`src/rtl/lsg_pkg.sv`:
```
package lsg_pkg;

  typedef enum logic [1:0] {
    DEC_NONE    = 2'b00,
    DEC_HALF    = 2'b01,
    DEC_QUARTER = 2'b10,
    DEC_BAD     = 2'b11
  } dec_code_e;

  // shift amount applied to the integer position to form the source index
  function automatic logic [1:0] dec_shift(input dec_code_e c);
    case (c)
      DEC_HALF:    dec_shift = 2'd1;
      DEC_QUARTER: dec_shift = 2'd2;
      default:     dec_shift = 2'd0;
    endcase
  endfunction

endpackage

```
`src/rtl/lsg_cfg_check.sv`:
```
module lsg_cfg_check
  import lsg_pkg::*;
#(
  parameter int SIZE_W = 16
) (
  input  logic [2*SIZE_W-1:0] size_word,
  input  logic [1:0]          dec_code,
  output logic [SIZE_W-1:0]   dst_size,
  output logic [1:0]          shift,
  output logic                cfg_bad
);

  logic [SIZE_W-1:0] src_size;
  dec_code_e         code;

  always_comb begin
    src_size = size_word[SIZE_W-1:0];
    dst_size = size_word[2*SIZE_W-1:SIZE_W];
    code     = dec_code_e'(dec_code);
    shift    = dec_shift(code);
    cfg_bad  = (src_size == '0) || (dst_size == '0) || (code == DEC_BAD);
  end

endmodule

```
`src/rtl/lsg_accum.sv`:
```
module lsg_accum #(
  parameter int SIZE_W  = 16,
  parameter int FRAC_W  = 21,
  parameter int IDX_W   = 16,
  parameter int INC_W   = 32,
  parameter int PHASE_W = 4
) (
  input  logic               clk,
  input  logic               rst,
  input  logic               line_start,
  input  logic [INC_W-1:0]   step_inc,
  input  logic [IDX_W-1:0]   start_ofs,
  input  logic [SIZE_W-1:0]  dst_size,
  input  logic [1:0]         shift_in,
  input  logic               cfg_bad,
  output logic [IDX_W-1:0]   acc_int,
  output logic [PHASE_W-1:0] acc_ph,
  output logic [1:0]         shift_q,
  output logic               emit,
  output logic               is_last,
  output logic               size_err
);

  localparam int ACC_W = IDX_W + FRAC_W;

  logic [ACC_W-1:0]  acc;
  logic [SIZE_W-1:0] cnt;
  logic [SIZE_W-1:0] dst_m1_q;
  logic [INC_W-1:0]  inc_q;
  logic              busy;

  always_comb begin
    emit    = busy && !line_start;
    is_last = emit && (cnt == dst_m1_q);
    acc_int = acc[ACC_W-1:FRAC_W];
    acc_ph  = acc[FRAC_W-1 -: PHASE_W];
  end

  always_ff @(posedge clk) begin
    if (rst) begin
      acc      <= '0;
      cnt      <= '0;
      dst_m1_q <= '0;
      inc_q    <= '0;
      shift_q  <= '0;
      busy     <= 1'b0;
      size_err <= 1'b0;
    end else if (line_start) begin
      cnt <= '0;
      if (cfg_bad) begin
        busy     <= 1'b0;
        size_err <= 1'b1;
      end else begin
        busy     <= 1'b1;
        size_err <= 1'b0;
        acc      <= {start_ofs, {FRAC_W{1'b0}}};
        inc_q    <= step_inc;
        shift_q  <= shift_in;
        dst_m1_q <= dst_size - 1'b1;
      end
    end else if (busy) begin
      acc <= acc + ACC_W'(inc_q);
      cnt <= cnt + 1'b1;
      if (cnt == dst_m1_q) busy <= 1'b0;
    end
  end

  // the pixel counter never runs past the captured destination count
  assert_cnt_bound_R2: assert property (@(posedge clk) disable iff (rst)
    busy |-> (cnt <= dst_m1_q))
    else $error("counter beyond destination size");

  // an error state never coexists with an active line
  assert_err_idle_R7: assert property (@(posedge clk) disable iff (rst)
    size_err |-> !busy)
    else $error("active line while error flagged");

endmodule

```
`src/rtl/lsg_out_stage.sv`:
```
module lsg_out_stage #(
  parameter int IDX_W   = 16,
  parameter int PHASE_W = 4
) (
  input  logic               clk,
  input  logic               rst,
  input  logic               emit,
  input  logic               is_last,
  input  logic [IDX_W-1:0]   acc_int,
  input  logic [PHASE_W-1:0] acc_ph,
  input  logic [1:0]         shift,
  output logic               out_valid,
  output logic [IDX_W-1:0]   src_index,
  output logic [PHASE_W-1:0] phase,
  output logic               line_done
);

  logic [IDX_W-1:0] idx_scaled;
  logic             last_q;

  always_comb idx_scaled = acc_int << shift;

  always_ff @(posedge clk) begin
    if (rst) begin
      out_valid <= 1'b0;
      src_index <= '0;
      phase     <= '0;
      last_q    <= 1'b0;
      line_done <= 1'b0;
    end else begin
      out_valid <= emit;
      last_q    <= is_last;
      line_done <= last_q;
      if (emit) begin
        src_index <= idx_scaled;
        phase     <= acc_ph;
      end
    end
  end

  // done comes right after a valid sample and never overlaps one
  assert_done_after_last_R3: assert property (@(posedge clk) disable iff (rst)
    line_done |-> (!out_valid && $past(out_valid)))
    else $error("done pulse misplaced");

  // done is a single-cycle pulse
  assert_done_single_R3: assert property (@(posedge clk) disable iff (rst)
    line_done |=> !line_done)
    else $error("done pulse longer than one cycle");

endmodule

```
`src/rtl/line_step_gen.sv`:
```
module line_step_gen #(
  parameter int SIZE_W  = 16,
  parameter int FRAC_W  = 21,
  parameter int IDX_W   = 16,
  parameter int INC_W   = 32,
  parameter int PHASE_W = 4
) (
  input  logic                clk,
  input  logic                rst,
  input  logic                line_start,
  input  logic [INC_W-1:0]    step_inc,
  input  logic [1:0]          dec_code,
  input  logic [2*SIZE_W-1:0] size_word,
  input  logic [IDX_W-1:0]    start_ofs,
  output logic                out_valid,
  output logic [IDX_W-1:0]    src_index,
  output logic [PHASE_W-1:0]  phase,
  output logic                line_done,
  output logic                size_err
);

  logic [SIZE_W-1:0]  dst_size;
  logic [1:0]         shift_cfg;
  logic [1:0]         shift_q;
  logic               cfg_bad;
  logic [IDX_W-1:0]   acc_int;
  logic [PHASE_W-1:0] acc_ph;
  logic               emit;
  logic               is_last;

  lsg_cfg_check #(.SIZE_W(SIZE_W)) u_cfg (
    .size_word (size_word),
    .dec_code  (dec_code),
    .dst_size  (dst_size),
    .shift     (shift_cfg),
    .cfg_bad   (cfg_bad)
  );

  lsg_accum #(
    .SIZE_W(SIZE_W), .FRAC_W(FRAC_W), .IDX_W(IDX_W),
    .INC_W(INC_W), .PHASE_W(PHASE_W)
  ) u_acc (
    .clk        (clk),
    .rst        (rst),
    .line_start (line_start),
    .step_inc   (step_inc),
    .start_ofs  (start_ofs),
    .dst_size   (dst_size),
    .shift_in   (shift_cfg),
    .cfg_bad    (cfg_bad),
    .acc_int    (acc_int),
    .acc_ph     (acc_ph),
    .shift_q    (shift_q),
    .emit       (emit),
    .is_last    (is_last),
    .size_err   (size_err)
  );

  lsg_out_stage #(.IDX_W(IDX_W), .PHASE_W(PHASE_W)) u_out (
    .clk       (clk),
    .rst       (rst),
    .emit      (emit),
    .is_last   (is_last),
    .acc_int   (acc_int),
    .acc_ph    (acc_ph),
    .shift     (shift_q),
    .out_valid (out_valid),
    .src_index (src_index),
    .phase     (phase),
    .line_done (line_done)
  );

  // an error flag keeps the sample stream silent
  assert_err_quiet_R7: assert property (@(posedge clk) disable iff (rst)
    size_err |-> !out_valid)
    else $error("sample emitted while error flagged");

  // a burst of samples only starts two edges after a line start
  assert_first_after_start_R2: assert property (@(posedge clk) disable iff (rst)
    $rose(out_valid) |-> $past(line_start, 2))
    else $error("samples began without a line start");

endmodule

```
`config.mk`:
```
export PLATFORM = sky130hd
export DESIGN_NAME = line_step_gen
export DESIGN_NICKNAME = d
export VERILOG_FILES = /design/src/rtl/lsg_pkg.sv /design/src/rtl/lsg_cfg_check.sv /design/src/rtl/lsg_accum.sv /design/src/rtl/lsg_out_stage.sv /design/src/rtl/line_step_gen.sv
export SDC_FILE = /design/constraint.sdc
export NUM_CORES = 1
export LEC_CHECK = 0
export BUFFER_PORTS_ARGS = -buffer_cell sky130_fd_sc_hd__buf_2
export CAP_MARGIN = 20
export CORE_MARGIN = 5
export CORE_UTILIZATION = 58
export CTS_CLUSTER_DIAMETER = 60
export DETAILED_ROUTE_END_ITERATION = 6
export PLACE_DENSITY = 0.8
export SYNTH_ARGS = -nofsm -noshare
export SYNTH_HDL_FRONTEND = slang
export SYNTH_HIERARCHICAL = 1
export SYNTH_SLANG_ARGS = --single-unit
```
`constraint.sdc`:
```
create_clock -name clk -period 3.15 [get_ports clk]
set_input_delay 0.4725 -clock clk [delete_from_list [all_inputs] [get_ports clk]]
set_output_delay 0.4725 -clock clk [all_outputs]
set_load 0.005 [all_outputs]
```
# After elaboration in Yosys (flattened, before gate mapping)
# Cells that the tools add are included.
# classes
bitwise	1
muxes	9
shift	1
n_reduce_logical	11
add_sub_neg	3
n_eq_ne	5
# ops
op	n
two-way mux 37 bit	3
adder 37 x 32 -> 37 bit	1
logical NOT 16 bit	2
adder 16 x 1 -> 16 bit (second input constant)	1
equality test 16 bit	1
left shift 16 x 2 -> 16 bit	1
subtractor 16 x 1 -> 16 bit (second input constant)	1
two-way mux 1 bit	5
equality test 2 bit (second input constant)	2
case mux 2 bit (2 select lines)	1
AND reduction 2 bit	2
equality test 2 x 1 -> 1 bit (second input constant)	1
logical AND 1 bit	2
logical OR 1 bit	2
inequality test 2 bit (second input constant)	1
nonzero test 2 bit	1
OR reduction 2 bit	1
logical NOT 1 bit	1
inverter 1 bit	1
# word_totals
regBits	128
in_bits	85
out_inout_bits	23
elab_cells	42

# Longest topological paths before layout
# Gate-level depths: netlist of run 1.
# logic_depth
ltp_word	5
mapped_depth	11
depth_no_buf	11

# Cells and area by module
# Netlist of run 1, hierarchy kept.
# by_module_without_submodules
mod	seq_area_each_um2	area_each_um2	cells_per_inst	n_inst
lsg_accum	2102.0	6342.3	802	1
lsg_out_stage	460.4	1192.4	94	1
lsg_cfg_check	0.0	216.5	30	1

# Worst setup path before layout of run 1
# OpenSTA, ideal clock, no wires.
# synth_path
kind	register -> register
start	register u_acc.acc[0]
end	register u_acc.acc[36]
path_buffers	0
path_slack_ns	0.290
stages_incl_launch_ff	12
t_arrival_ns	2.738
setup_time_ns	0.122
required_ns	3.028
synth_period_minus_slack_ns	2.860
cell_sequence	dfxtp_1 ha_1 inv_1 fa_1 and2b_1 o2111ai_1 a211o_1 a311oi_2 o21ai_2 a21oi_2 mux2_4 a221o_1
# synth_via
elab_chain_cells	3
# synth_rtl
item	line	text
start, declared	lsg_accum.sv:26	logic [ACC_W-1:0] acc;
start signal, assigned	lsg_accum.sv:56	acc <= {start_ofs, {FRAC_W{1'b0}}};
start signal, assigned	lsg_accum.sv:62	acc <= acc + ACC_W'(inc_q);
adder 37 x 32 -> 37 bit	lsg_accum.sv:62	
two-way mux 37 bit	lsg_accum.sv:61	end else if (busy) begin
two-way mux 37 bit	lsg_accum.sv:48	end else if (line_start) begin
# No other way between the ends. The select of a mux whose other input is x is not followed.
# A chain may end at the register's enable or synchronous reset.

# Final worst setup path of run 1
# layout_path
start	register u_acc.inc_q[0]
end	register u_acc.acc[36]
# layout_via
elab_chain_cells	3
# layout_rtl
item	line	text
start, declared	lsg_accum.sv:29	logic [INC_W-1:0] inc_q;
start signal, assigned	lsg_accum.sv:57	inc_q <= step_inc;
adder 37 x 32 -> 37 bit	lsg_accum.sv:62	
two-way mux 37 bit	lsg_accum.sv:61	
two-way mux 37 bit	lsg_accum.sv:48	
# No other way between the ends. The select of a mux whose other input is x is not followed.

==> results.py, run 1 <==
metrics = {
    "timing": {
        "finalSetupTns_ns": 0,
        "hold_viol_final": 0,
        "setup_viol_count_final": 0,
        "fin_crit_sh": 0.9711,
        "clock.fmax_mhz": 326.9,
        "worstMarginPinSlew_ns": 0.8593,
        "fin_crit_ns": 3.059,
        "slew_headroom": 0.4250,
        "maxSlewViolCount": 0,
        "clock_skew_ns": 0.009464,
        "rsz0062_at_grt": "false",
    },
    "cts": {
        "numCtsBuffers": 17,
        "clkTransAtPathRegs_ns": 0.06,
        "cts_root_buf": "clkbuf_16",
        "clkSinkCount": 128,
        "cts_tree": "done",
        "htree_num_levels": 4,
        "cts_buffer_depth": 2,
        "clkLatencyLatePin_ns": 0.42,
    },
    "synth": {
        "synth_cells": 926,
        "synth_edf_count": 0,
        "ys_ff_latch": 128,
        "synth_async_sr_flop_share": 0,
        "synth_adder_area_share": 0.05747,
        "synth_nets": 1046,
        "synth_cell_types": 77,
        "synth_xor_area_frac": 0.07684,
        "synth_seq_area_share": 0.3306,
        "synth_compound_area_frac": 0.1824,
        "synth_flop_cell": "dfxtp_1",
        "yosys.area_share.simple": 0.1966,
        "synth_top_family_by_area": "simple AND/OR/NAND/NOR gates",
        "synth_area_um2": 7751,
        "postSynthAreaPerCell_um2": 8.371,
        "synthMuxAreaShare": 0.08426,
        "yosys_warnings": 6,
    },
    "floorplan": {
        "die_y_um": 125.6,
        "ioPinCount": 108,
        "initial_core_util": 0.5876,
        "core.rowCount": 42,
        "die_w_um": 125.6,
        "fp.dieArea_um2": 15780,
        "core_area_um2": 13190,
    },
    "min_path": {
        "holdCritStartpoint": "step_inc[10]",
        "whs_endpoint": "u_acc/inc_q[10]",
        "hold_class": "input pin to flop",
        "min_path_cells": 3,
    },
    "global_routing": {
        "grt_pass1_wl_um": 30820,
        "grt_usage": 0.2350,
        "grt_max_degree": 61,
        "antenna_found_initial": 0,
        "overflow": 0,
        "grt_pass1_vias": 6541,
    },
    "worst_setup_path": {
        "slowest_delay_ns": 0.38,
        "worstPathRequired_ns": 3.45,
        "cp_slowest_cell": "a211o_1",
        "path_cells": "ha_2 -> inv_1 -> fa_2 -> and2b_1 -> o2111ai_1 -> a211o_1 -> a311oi_2 -> o21ai_2 -> a21oi_2 -> mux2_4 -> a221o_1",
        "critPathMaxFanout": 3,
        "worstPathArrival_ns": 3.36,
        "r2r-start": "u_acc/inc_q[0]",
        "end_kind": "flop",
        "rrSetupSlack_ns": 0.09,
        "critPathBufInv": 1,
        "r2r_cells": 11,
        "reg2reg_to": "u_acc/acc[36]",
        "critPathKind": "flop to flop",
        "crit_family": "compound AO/OA/AOI/OAI gates",
        "startpoint_type": "flop",
    },
    "power": {
        "vdd_drop_max_mv": 0.3966,
        "p_leak_nw": 3.548,
        "power.density_nw_per_um2": 494.1,
    },
    "placed_design": {
        "dp_cells": 1128,
        "gp_congestion": 0.9582,
        "dp_hpwl_um": 13190,
        "io_buffers": 107,
    },
    "detailed_routing": {
        "num_vias": 6771,
        "drc": 0,
        "drtIter0Drc": 523,
        "dr.pass1.iters": 5,
        "avgViaCountPerCell": 5.832,
        "wl_per_cell_um": 15.82,
        "antenna_left": 0,
        "wirelength_um": 18360,
    },
    "layout": {
        "fin_cells": 1161,
        "multiInputGateArea_um2": 4644,
        "n_fill_cell": 1138,
        "final_nets": 1092,
        "diodes": 0,
        "register_area_um2": 2562,
        "drive_gt1_frac": 0.1766,
        "area_growth_pct": 12.36,
    },
    "status": {
        "outcome": "finished, final reports clean",
    },
    "run": {
        "maxCapViolCount": 0,
    },
}
## tightest hold or removal path: cells and delay by family
kind / cells / cell delay [ns]
compound gates: 1 / 0.05
buf+inv: 1 / 0.09
simple gates: 1 / 0.04
## how the worst max path moves through the flow
| stage | startpoint | to | slack [ns] | depth (start not counted) |
|---|---|---|---|---|
| floorplan | u_acc/acc[0] | u_acc/acc[36] | 0.29 | 11 |
| global placement | u_acc/acc[0] | u_acc/acc[36] | 0.13 | 11 |
| detailed placement | u_acc/inc_q[0] | u_acc/acc[36] | 0.03 | 11 |
| CTS | u_acc/inc_q[0] | u_acc/acc[36] | 0.01 | 11 |
| global route | u_acc/inc_q[0] | u_acc/acc[36] | 0.0009 | 11 |
| finish | u_acc/inc_q[0] | u_acc/acc[36] | 0.09 | 11 |
## registers in the layout, summed over array words and instances, names as in the netlist
name             cells
u_acc/cnt           16
u_acc/shift_q        2
u_acc/acc           37
u_out/last_q         1
u_acc/inc_q         32
u_out/src_index     16
u_acc/busy           1
u_acc/dst_m1_q      16
u_out/phase          4
u_acc/size_err       1
u_out/line_done      1
u_out/out_valid      1
## cells in the final DEF, fill, tap and decap left out, drive strengths merged, types with 9 or more instances in the layout
cell type | Yosys | final
inv | 15 | 16
dfxtp | 128 | 128
nand2 | 115 | 115
mux2i | 30 | 30
nand4 | 15 | 15
clkbuf | 43 | 19
xnor2 | 28 | 28
xor2 | 40 | 40
nor3 | 15 | 15
o21ai | 38 | 38
nand3 | 17 | 17
mux4 | 13 | 13
a21oi | 81 | 81
ha | 34 | 34
a22oi | 18 | 18
nor2 | 98 | 98
a211oi | 18 | 18
o22ai | 13 | 13
nand2b | 9 | 9
buf | 46 | 116
nor4 | 16 | 16
## cells in the mapped netlist (12+ instances only)
master      n  share of area
a211oi_1   18          0.017
a21oi_1    79          0.051
a22oi_1    18          0.017
buf_4      37          0.036
clkbuf_1   43          0.021
dfxtp_1   128           0.33
ha_1       34          0.055
inv_1      15         0.0073
mux2i_1    30          0.039
nand2_1   115          0.056
nand3_1    17          0.011
nand4_1    15          0.012
nor2_1     98          0.047
nor3_1     14         0.0090
nor4_1     13          0.010
o21ai_0    37          0.024
o22ai_1    12         0.0097
xnor2_1    28          0.032
xor2_1     40          0.045
## final cells by class
type,count,area share
inverter,15,0.006465
clock buffer,19,0.04971
tap,176,0.02528
clock inverter,13,0.01868
multi-input combinational,694,0.5333
timing repair buffer,116,0.07240
sequential,128,0.2942
## timing repair
action                     4_1_cts  5_1_grt
resized for setup                0        2
hold buffers                     0        0
buffers inserted                 0        1
setup endpoints to repair        0        1
## cells by family after synthesis
| kind of cell | after synthesis |
|---|---|
| simple gates | 326 |
| xor+xnor | 68 |
| flops | 128 |
| mux | 45 |
| buf+inv | 104 |
| fa+ha+maj | 35 |
| compound gates | 220 |
## through the flow
step	instance area, um2	util	setup slack [ns]	hold WS [ns]	power (mW)
4_1_cts	8697	0.6594	0.009603	0.2697	4.314
3_5_place_dp	8102	0.6142	0.03167	0.4379	2.350
3_3_place_gp	8102	0.6142	0.1258	0.4348	2.337
6_report	8710	0.6603	0.09088	0.2825	4.304
2_1_floorplan	7751	-	0.2905	0.4138	2.220
5_1_grt	8710	0.6603	0.0009108	0.2801	4.474
## report_power, final
part	switching [mW]	total, mW	internal (mW)
combinational	0.308	0.553	0.245
sequential	0.0765	1.77	1.70
clock	0.736	1.98	1.24
## metal layers
| layer | global-route usage | share of wire | routed length [um] | up-vias |
|---|---|---|---|---|
| met5 | 0 | 0 | 0 | - |
| met4 | 0.09694 | 0.023 | 429 | 0 |
| met3 | 0.05416 | 0.067 | 1225 | 34 |
| met2 | 0.3754 | 0.46 | 8372 | 225 |
| met1 | 0.3070 | 0.45 | 8336 | 3131 |
| li1 | - | - | - | 3381 |
Power figures use the tool's default switching activity.
==> run 2, diff against run 1 <==
--- a/config.mk
+++ b/config.mk
@@ -5,13 +5,14 @@
 export SDC_FILE = /design/constraint.sdc
 export NUM_CORES = 1
 export LEC_CHECK = 0
+export ABC_AREA = 1
 export BUFFER_PORTS_ARGS = -buffer_cell sky130_fd_sc_hd__buf_2
 export CAP_MARGIN = 20
 export CORE_MARGIN = 5
-export CORE_UTILIZATION = 58
+export CORE_UTILIZATION = 59
 export CTS_CLUSTER_DIAMETER = 60
 export DETAILED_ROUTE_END_ITERATION = 6
-export PLACE_DENSITY = 0.8
+export PLACE_DENSITY = 0.81
 export SYNTH_ARGS = -nofsm -noshare
 export SYNTH_HDL_FRONTEND = slang
 export SYNTH_HIERARCHICAL = 1
==> run 2 against run 1 <==
Area after synthesis rose by 9.9%. Flip-flop and latch count did not move. Sequential power barely moved. First-iteration DRC count fell by 0.38%. Maximum frequency rose by 39%. Critical path depth rose by 3. Core utilization fell by 0.052 points. Synthesized cell count rose by 46%. Sequential share of layout area fell by 2.4 points. Total power rose by 2.3%. Global-route usage rose by 3.1 points. Combinational power rose by 15%.
==> results.py, run 2 <==
metrics = {
    "power": {
        "p_int_mw": 3.179,
        "p_seq_frac": 0.404,
        "p_leak_nw": 4.785,
        "netSwitchingFraction": 0.2782,
        "switching_power_mw": 1.225,
        "vdd_drop_max_mv": 0.4051,
        "power.density_nw_per_um2": 464.5,
        "combinationalPowerShare": 0.144,
        "power_frac_clock": 0.452,
    },
    "timing": {
        "clock.fmax_mhz": 455.1,
        "hold_viol_final": 0,
        "setup_slack_ns": 0.9524,
        "fin_crit_sh": 0.6976,
        "finalSetupTns_ns": 0,
        "rsz0062_at_grt": "false",
        "setup_viol_count_final": 0,
        "clock_skew_ns": 0.007450,
        "fin_crit_ns": 2.198,
        "slew_headroom": 0.4199,
        "maxSlewViolCount": 0,
        "worstMarginPinSlew_ns": 0.8692,
    },
    "cts": {
        "cts_setup_buffers": 0,
        "cts_root_buf": "clkbuf_16",
        "cts_buffer_depth": 2,
        "ctsHoldBuffers": 0,
        "clkLatencyLatePin_ns": 0.42,
        "clkSinkCount": 128,
        "numCtsBuffers": 17,
        "clkTransAtPathRegs_ns": 0.06,
        "htree_num_levels": 4,
        "cts_tree": "done",
        "cts_resized": 0,
    },
    "layout": {
        "final_cell_mix": "362 x nand2_1, 177 x nor2_1, 151 x inv_1, 128 x dfxtp_1, 107 x buf_2",
        "final_nets": 1534,
        "fin_cells": 1610,
        "drive_gt1_frac": 0.1529,
        "largestRegisters": "u_acc/acc (37), u_acc/inc_q (32)",
        "largest_reg_flops": 37,
        "area_growth_pct": 11.26,
        "regMostFlops": "u_acc/acc",
        "final_common_cell": "nand2_1",
        "diodes": 0,
    },
    "worst_setup_path": {
        "path_cells": "ha_1 -> inv_1 -> fa_1 -> inv_1 -> nand3_1 -> nand3_2 -> nand2_1 -> nand3_1 -> nand2_1 -> nand2_2 -> nand2_1 -> nand3_1 -> nand3_1 -> a21oi_1",
        "r2r_cells": 14,
        "worstPathRequired_ns": 3.50,
        "worstPathArrival_ns": 2.55,
        "cpMostUsedCell": "nand3_1",
        "critPathMaxFanout": 5,
        "slowest_delay_ns": 0.36,
        "critPathKind": "flop to flop",
        "startpoint_type": "flop",
        "crit_family": "simple AND/OR/NAND/NOR gates",
        "end_kind": "flop",
        "cp_slowest_cell": "fa_1",
        "cp_num_cells": 14,
        "critPathBufInv": 2,
    },
    "synth": {
        "post-synth-top-area-fraction": 0.3007,
        "synth_edf_count": 0,
        "synth_flop_cell": "dfxtp_1",
        "synth_seq_area_share": 0.3007,
        "yosys_warnings": 6,
        "synth_most_common_cell": "nand2_1",
        "synth_cell_types": 46,
        "ys_top_cells_by_count": "362 x nand2_1, 177 x nor2_1, 151 x inv_1",
        "synth_nets": 1474,
        "synth_cells": 1354,
        "synth_area_um2": 8521,
        "postSynthAreaPerCell_um2": 6.293,
        "synth_async_sr_flop_share": 0,
        "yosysTopAreaCell": "dfxtp_1",
        "ys_ff_latch": 128,
        "yosys-top-cells-area": "dfxtp_1 30%, nand2_1 16%, nor2_1 7.8%, inv_1 6.7%, o21ai_0 6.2%",
    },
    "detailed_routing": {
        "antenna_left": 0,
        "dr.pass1.iters": 5,
        "drtIter0Drc": 521,
        "wirelength_um": 22160,
        "wl_per_cell_um": 13.77,
        "num_vias": 8439,
        "drc": 0,
        "avgViaCountPerCell": 5.242,
    },
    "status": {
        "outcome": "finished, final reports clean",
    },
    "global_routing": {
        "grt_pass1_vias": 7809,
        "antenna_found_initial": 0,
        "overflow": 0,
        "grt_usage": 0.2658,
        "grt_pass1_wl_um": 36310,
        "grt_max_degree": 62,
    },
    "floorplan": {
        "core_area_um2": 14370,
        "core.rowCount": 44,
        "ioPinCount": 108,
        "fp.dieArea_um2": 16950,
        "die_w_um": 130.2,
        "initial_core_util": 0.5930,
        "die_y_um": 130.2,
    },
    "run": {
        "maxCapViolCount": 0,
    },
    "placed_design": {
        "dpl_worst_slack_ns": 0.9876,
        "gp_congestion": 0.9216,
        "io_buffers": 107,
        "dp_hpwl_um": 16480,
        "dp_cells": 1579,
    },
    "min_path": {
        "min_path_cells": 3,
        "hold_class": "input pin to flop",
    },
}
==> run 2: changes by cell type after synthesis, sizes merged, moves of 18 or more <==
cell | previous run | this run
a211oi | 18 | 0
a21oi | 81 | 102
a22oi | 18 | 0
clkbuf | 43 | 20
inv | 15 | 164
mux2i | 30 | 0
nand2 | 115 | 375
nand3 | 17 | 87
nor2 | 98 | 191
o21ai | 38 | 113
xnor2 | 28 | 10
xor2 | 40 | 8
==> run 2: cell type report <==
cell class                 count  area (um2)
clock buffer                  18       429.2
fill                        1366        4888
tap                          184       230.2
sequential                   128        2562
multi-input combinational    988        4876
clock inverter                13       163.9
inverter                     166       625.6
timing repair buffer         113       593.1
==> run 2: power groups by stage <==
stage | clock (mW) | sequential [mW] | combinational [mW]
detailed placement | 0 | 1.81 | 0.627
finish | 1.99 | 1.78 | 0.634
floorplan | 0 | 1.78 | 0.499
global placement | 0 | 1.81 | 0.616
CTS | 2.02 | 1.78 | 0.632
global route | 2.11 | 1.79 | 0.720
==> run 2: path summary, 6_finish.rpt <==
path	start	endpoint	slack, ns
worst max-delay path	u_acc/inc_q[0]	u_acc/acc[24]	0.95
worst min-delay path	step_inc[11]	u_acc/inc_q[11]	0.27
worst max register to register	u_acc/inc_q[0]	u_acc/acc[24]	0.95
worst min register to register	u_out/last_q	u_out/line_done	0.40
==> run 2: worst register-to-register path: stages, from the launching register on <==
cell     delay, ns
dfxtp_1       0.34
ha_1          0.20
inv_1         0.07
fa_1          0.36
inv_1         0.13
nand3_1       0.10
nand3_2       0.12
nand2_1       0.06
nand3_1       0.16
nand2_1       0.11
nand2_2       0.11
nand2_1       0.08
nand3_1       0.07
nand3_1       0.08
a21oi_1       0.14
==> run 2: kinds of logic after synthesis <==
logic type	count (synthesis)	share of synthesized area
and+or+nand+nor	703	0.3579
buffers and inverters	238	0.1270
AOI/OAI and AO/OA	232	0.1436
DFF	128	0.3007
adders and majority gates	35	0.05228
xor gates and xnor gates	18	0.01850
==> run 2: routing by layer <==
layer / routed length, um / vias up / track usage
met3: 1177 / 29 / 0.05076
met5: 0 / - / 0
met4: 334 / 0 / 0.07213
met2: 10420 / 223 / 0.4466
met1: 10240 / 3795 / 0.3499
li1: - / 4392 / -
==> run 2: stage by stage <==
stage	area (um2)	hold slack [ns]	utilization	power (mW)
after detailed placement	8887	0.3983	0.6185	2.440
after global placement	8887	0.3977	0.6185	2.428
after CTS	9480	0.2515	0.6598	4.429
after global routing	9480	0.2657	0.6598	4.617
after floorplan	8521	0.3883	-	2.283
final	9480	0.2666	0.6598	4.404
==> run 3, diff against run 2 <==
==> constraint.sdc (replaced) <==
create_clock -name clk -period 2.2 [get_ports clk]
set_input_delay 0.33 -clock clk [delete_from_list [all_inputs] [get_ports clk]]
set_output_delay 0.33 -clock clk [all_outputs]
set_load 0.005 [all_outputs]
==> run 3 against run 2 <==
Total power increased by 44%. Critical path depth increased by 1. Via count increased by 1.9%. Sequential share of layout area decreased by 0.28 points. Core utilization increased by 0.70 points. Clock-buffer cell count increased by 1. Hold slack got worse by 0.14 ns. Flip-flop and latch count unchanged. Maximum frequency increased by 8.7%. Non-clock buffer count increased by 12. Wire length increased by 1.7%. Largest cell class unchanged. Highest routed layer unchanged.
==> results.py, run 3 (synthesis gave the netlist of run 2 again) <==
metrics = {
    "global_routing": {
        "grt_usage": 0.2711,
        "overflow": 0,
        "grt_pass1_wl_um": 36980,
        "grt_max_degree": 58,
        "antenna_found_initial": 0,
        "grt_pass1_vias": 8135,
    },
    "placed_design": {
        "dp_cells": 1590,
        "dpl_worst_slack_ns": 0.1492,
        "gp_congestion": 0.9294,
        "dp_hpwl_um": 17000,
        "io_buffers": 107,
    },
    "layout": {
        "final_cell_mix": "362 x nand2_1, 177 x nor2_1, 150 x inv_1, 128 x dfxtp_1, 107 x buf_2",
        "area_growth_pct": 12.44,
        "largest_reg_flops": 37,
        "fin_util": 0.6668,
        "diodes": 0,
        "n_fill_cell": 1372,
        "final_common_cell": "nand2_1",
        "fin_cells": 1623,
        "drive_gt1_frac": 0.1619,
        "final_nets": 1546,
        "largestRegisters": "u_acc/acc (37), u_acc/inc_q (32)",
        "regMostFlops": "u_acc/acc",
    },
    "cts": {
        "ctsHoldBuffers": 0,
        "clkSinkCount": 128,
        "htree_num_levels": 4,
        "cts_buffer_depth": 2,
        "cts_tree": "done",
        "numCtsBuffers": 17,
        "cts_root_buf": "clkbuf_16",
        "clkLatencyLatePin_ns": 0.43,
        "clkTransAtPathRegs_ns": 0.06,
    },
    "timing": {
        "fin_hold_ws_ns": 0.1263,
        "maxSlewViolCount": 0,
        "clock_skew_ns": 0.01002,
        "slew_headroom": 0.6179,
        "clock.fmax_mhz": 494.7,
        "fin_crit_sh": 0.9188,
        "finalSetupTns_ns": 0,
        "setup_slack_ns": 0.1786,
        "worstMarginPinSlew_ns": 0.5725,
        "fin_crit_ns": 2.021,
        "rsz0062_at_grt": "false",
        "setup_viol_count_final": 0,
        "hold_viol_final": 0,
    },
    "detailed_routing": {
        "avgViaCountPerCell": 5.296,
        "drc": 0,
        "dr.pass1.iters": 5,
        "wl_per_cell_um": 13.89,
        "wirelength_um": 22540,
        "drtIter0Drc": 651,
        "num_vias": 8596,
        "antenna_left": 0,
    },
    "worst_setup_path": {
        "end_kind": "flop",
        "path_cells": "ha_2 -> inv_1 -> fa_1 -> inv_2 -> nand3_1 -> nand3_2 -> nand2_1 -> nand3_2 -> nand2_1 -> nand2_2 -> nand2_1 -> nand2_1 -> nand2_1 -> nand3_1 -> a21oi_1",
        "r2r_cells": 15,
        "startpoint_type": "flop",
        "r2r-start": "u_acc/inc_q[0]",
        "worstPathArrival_ns": 2.31,
        "worstPathRequired_ns": 2.49,
        "slowest_delay_ns": 0.38,
        "rrSetupSlack_ns": 0.18,
        "cpMostUsedCell": "nand2_1",
        "critPathMaxFanout": 4,
        "reg2reg_to": "u_acc/acc[32]",
        "crit_start": "u_acc/inc_q[0]",
        "cp_slowest_cell": "fa_1",
        "critPathKind": "flop to flop",
        "endpoint": "u_acc/acc[32]",
    },
    "status": {
        "outcome": "finished, final reports clean",
    },
    "power": {
        "p_leak_nw": 4.843,
        "vdd_drop_max_mv": 0.5218,
        "power.density_nw_per_um2": 661.9,
    },
    "floorplan": {
        "core.rowCount": 44,
        "die_w_um": 130.2,
        "die_y_um": 130.2,
        "core_area_um2": 14370,
        "fp.dieArea_um2": 16950,
        "ioPinCount": 108,
        "initial_core_util": 0.5930,
    },
    "min_path": {
        "hold_class": "input pin to flop",
    },
    "run": {
        "maxCapViolCount": 0,
    },
}
run 3: cell types whose count changed in the layout (fill, tap and decap cells not counted), sizes merged:
| cell | previous run | this run |
|---|---|---|
| buf | 113 | 125 |
| clkinvlp | 5 | 6 |
| clkbuf | 18 | 19 |
| clkinv | 5 | 4 |
run 3: how the worst min path moves through the flow:
stage,startpoint,to,slack [ns],depth (start not counted)
after floorplan,u_out/last_q,u_out/line_done,0.39,2
after global placement,u_out/last_q,u_out/line_done,0.40,2
after detailed placement,u_out/last_q,u_out/line_done,0.40,2
after CTS,step_inc[5],u_acc/inc_q[5],0.12,3
after global routing,step_inc[4],u_acc/inc_q[4],0.12,3
final,step_inc[4],u_acc/inc_q[4],0.13,3
run 3: final cells by class:
type	instances	area (um2)	share of cell area
clock buffers	19	432.9	0.04519
clock inverters	13	162.7	0.01698
inverters	166	625.6	0.06530
multi-input cells	988	4883	0.5097
flip-flops and latches	128	2562	0.2675
well taps	184	230.2	0.02403
repair buffers	125	683.2	0.07131
run 3: critical path, delay by kind of cell, from the launching register on:
family	cells	cell delay [ns]
AND/OR/NAND/NOR	10	0.78
adder cells (fa/ha/maj)	2	0.57
flip-flops	1	0.33
buffers and inverters	2	0.14
AO/OA/AOI/OAI	1	0.06
run 3: repair_timing:
| action | in CTS | in global routing |
|---|---|---|
| endpoints found under the hold margin | 0 | 0 |
| setup buffers | 0 | 1 |
| endpoints found under the setup margin | 0 | 2 |
| resized for setup | 0 | 3 |
run 3: report_power, final:
part,leakage [nW],switching [mW],total (mW),internal (mW)
Clock,0.272,1.08,2.86,1.78
Combinational,3.52,0.583,0.934,0.350
Sequential,1.05,0.105,2.55,2.44
run 3: metrics by stage:
step / cell area (um2) / power, mW
after floorplan: 8521 / 3.268
after detailed placement: 8970 / 3.512
final: 9580 / 6.342
after global routing: 9580 / 6.629
after CTS: 9565 / 6.362
after global placement: 8970 / 3.495
run 3: per-layer routing:
layer,track usage,share of wire,routed length [um],up-vias
met3,0.04912,0.061,1377,26
met4,0.08985,0.018,399,0
met1,0.3473,0.45,10180,3866
li1,-,-,-,4435
met2,0.4611,0.47,10580,269
met5,0,0,0,-
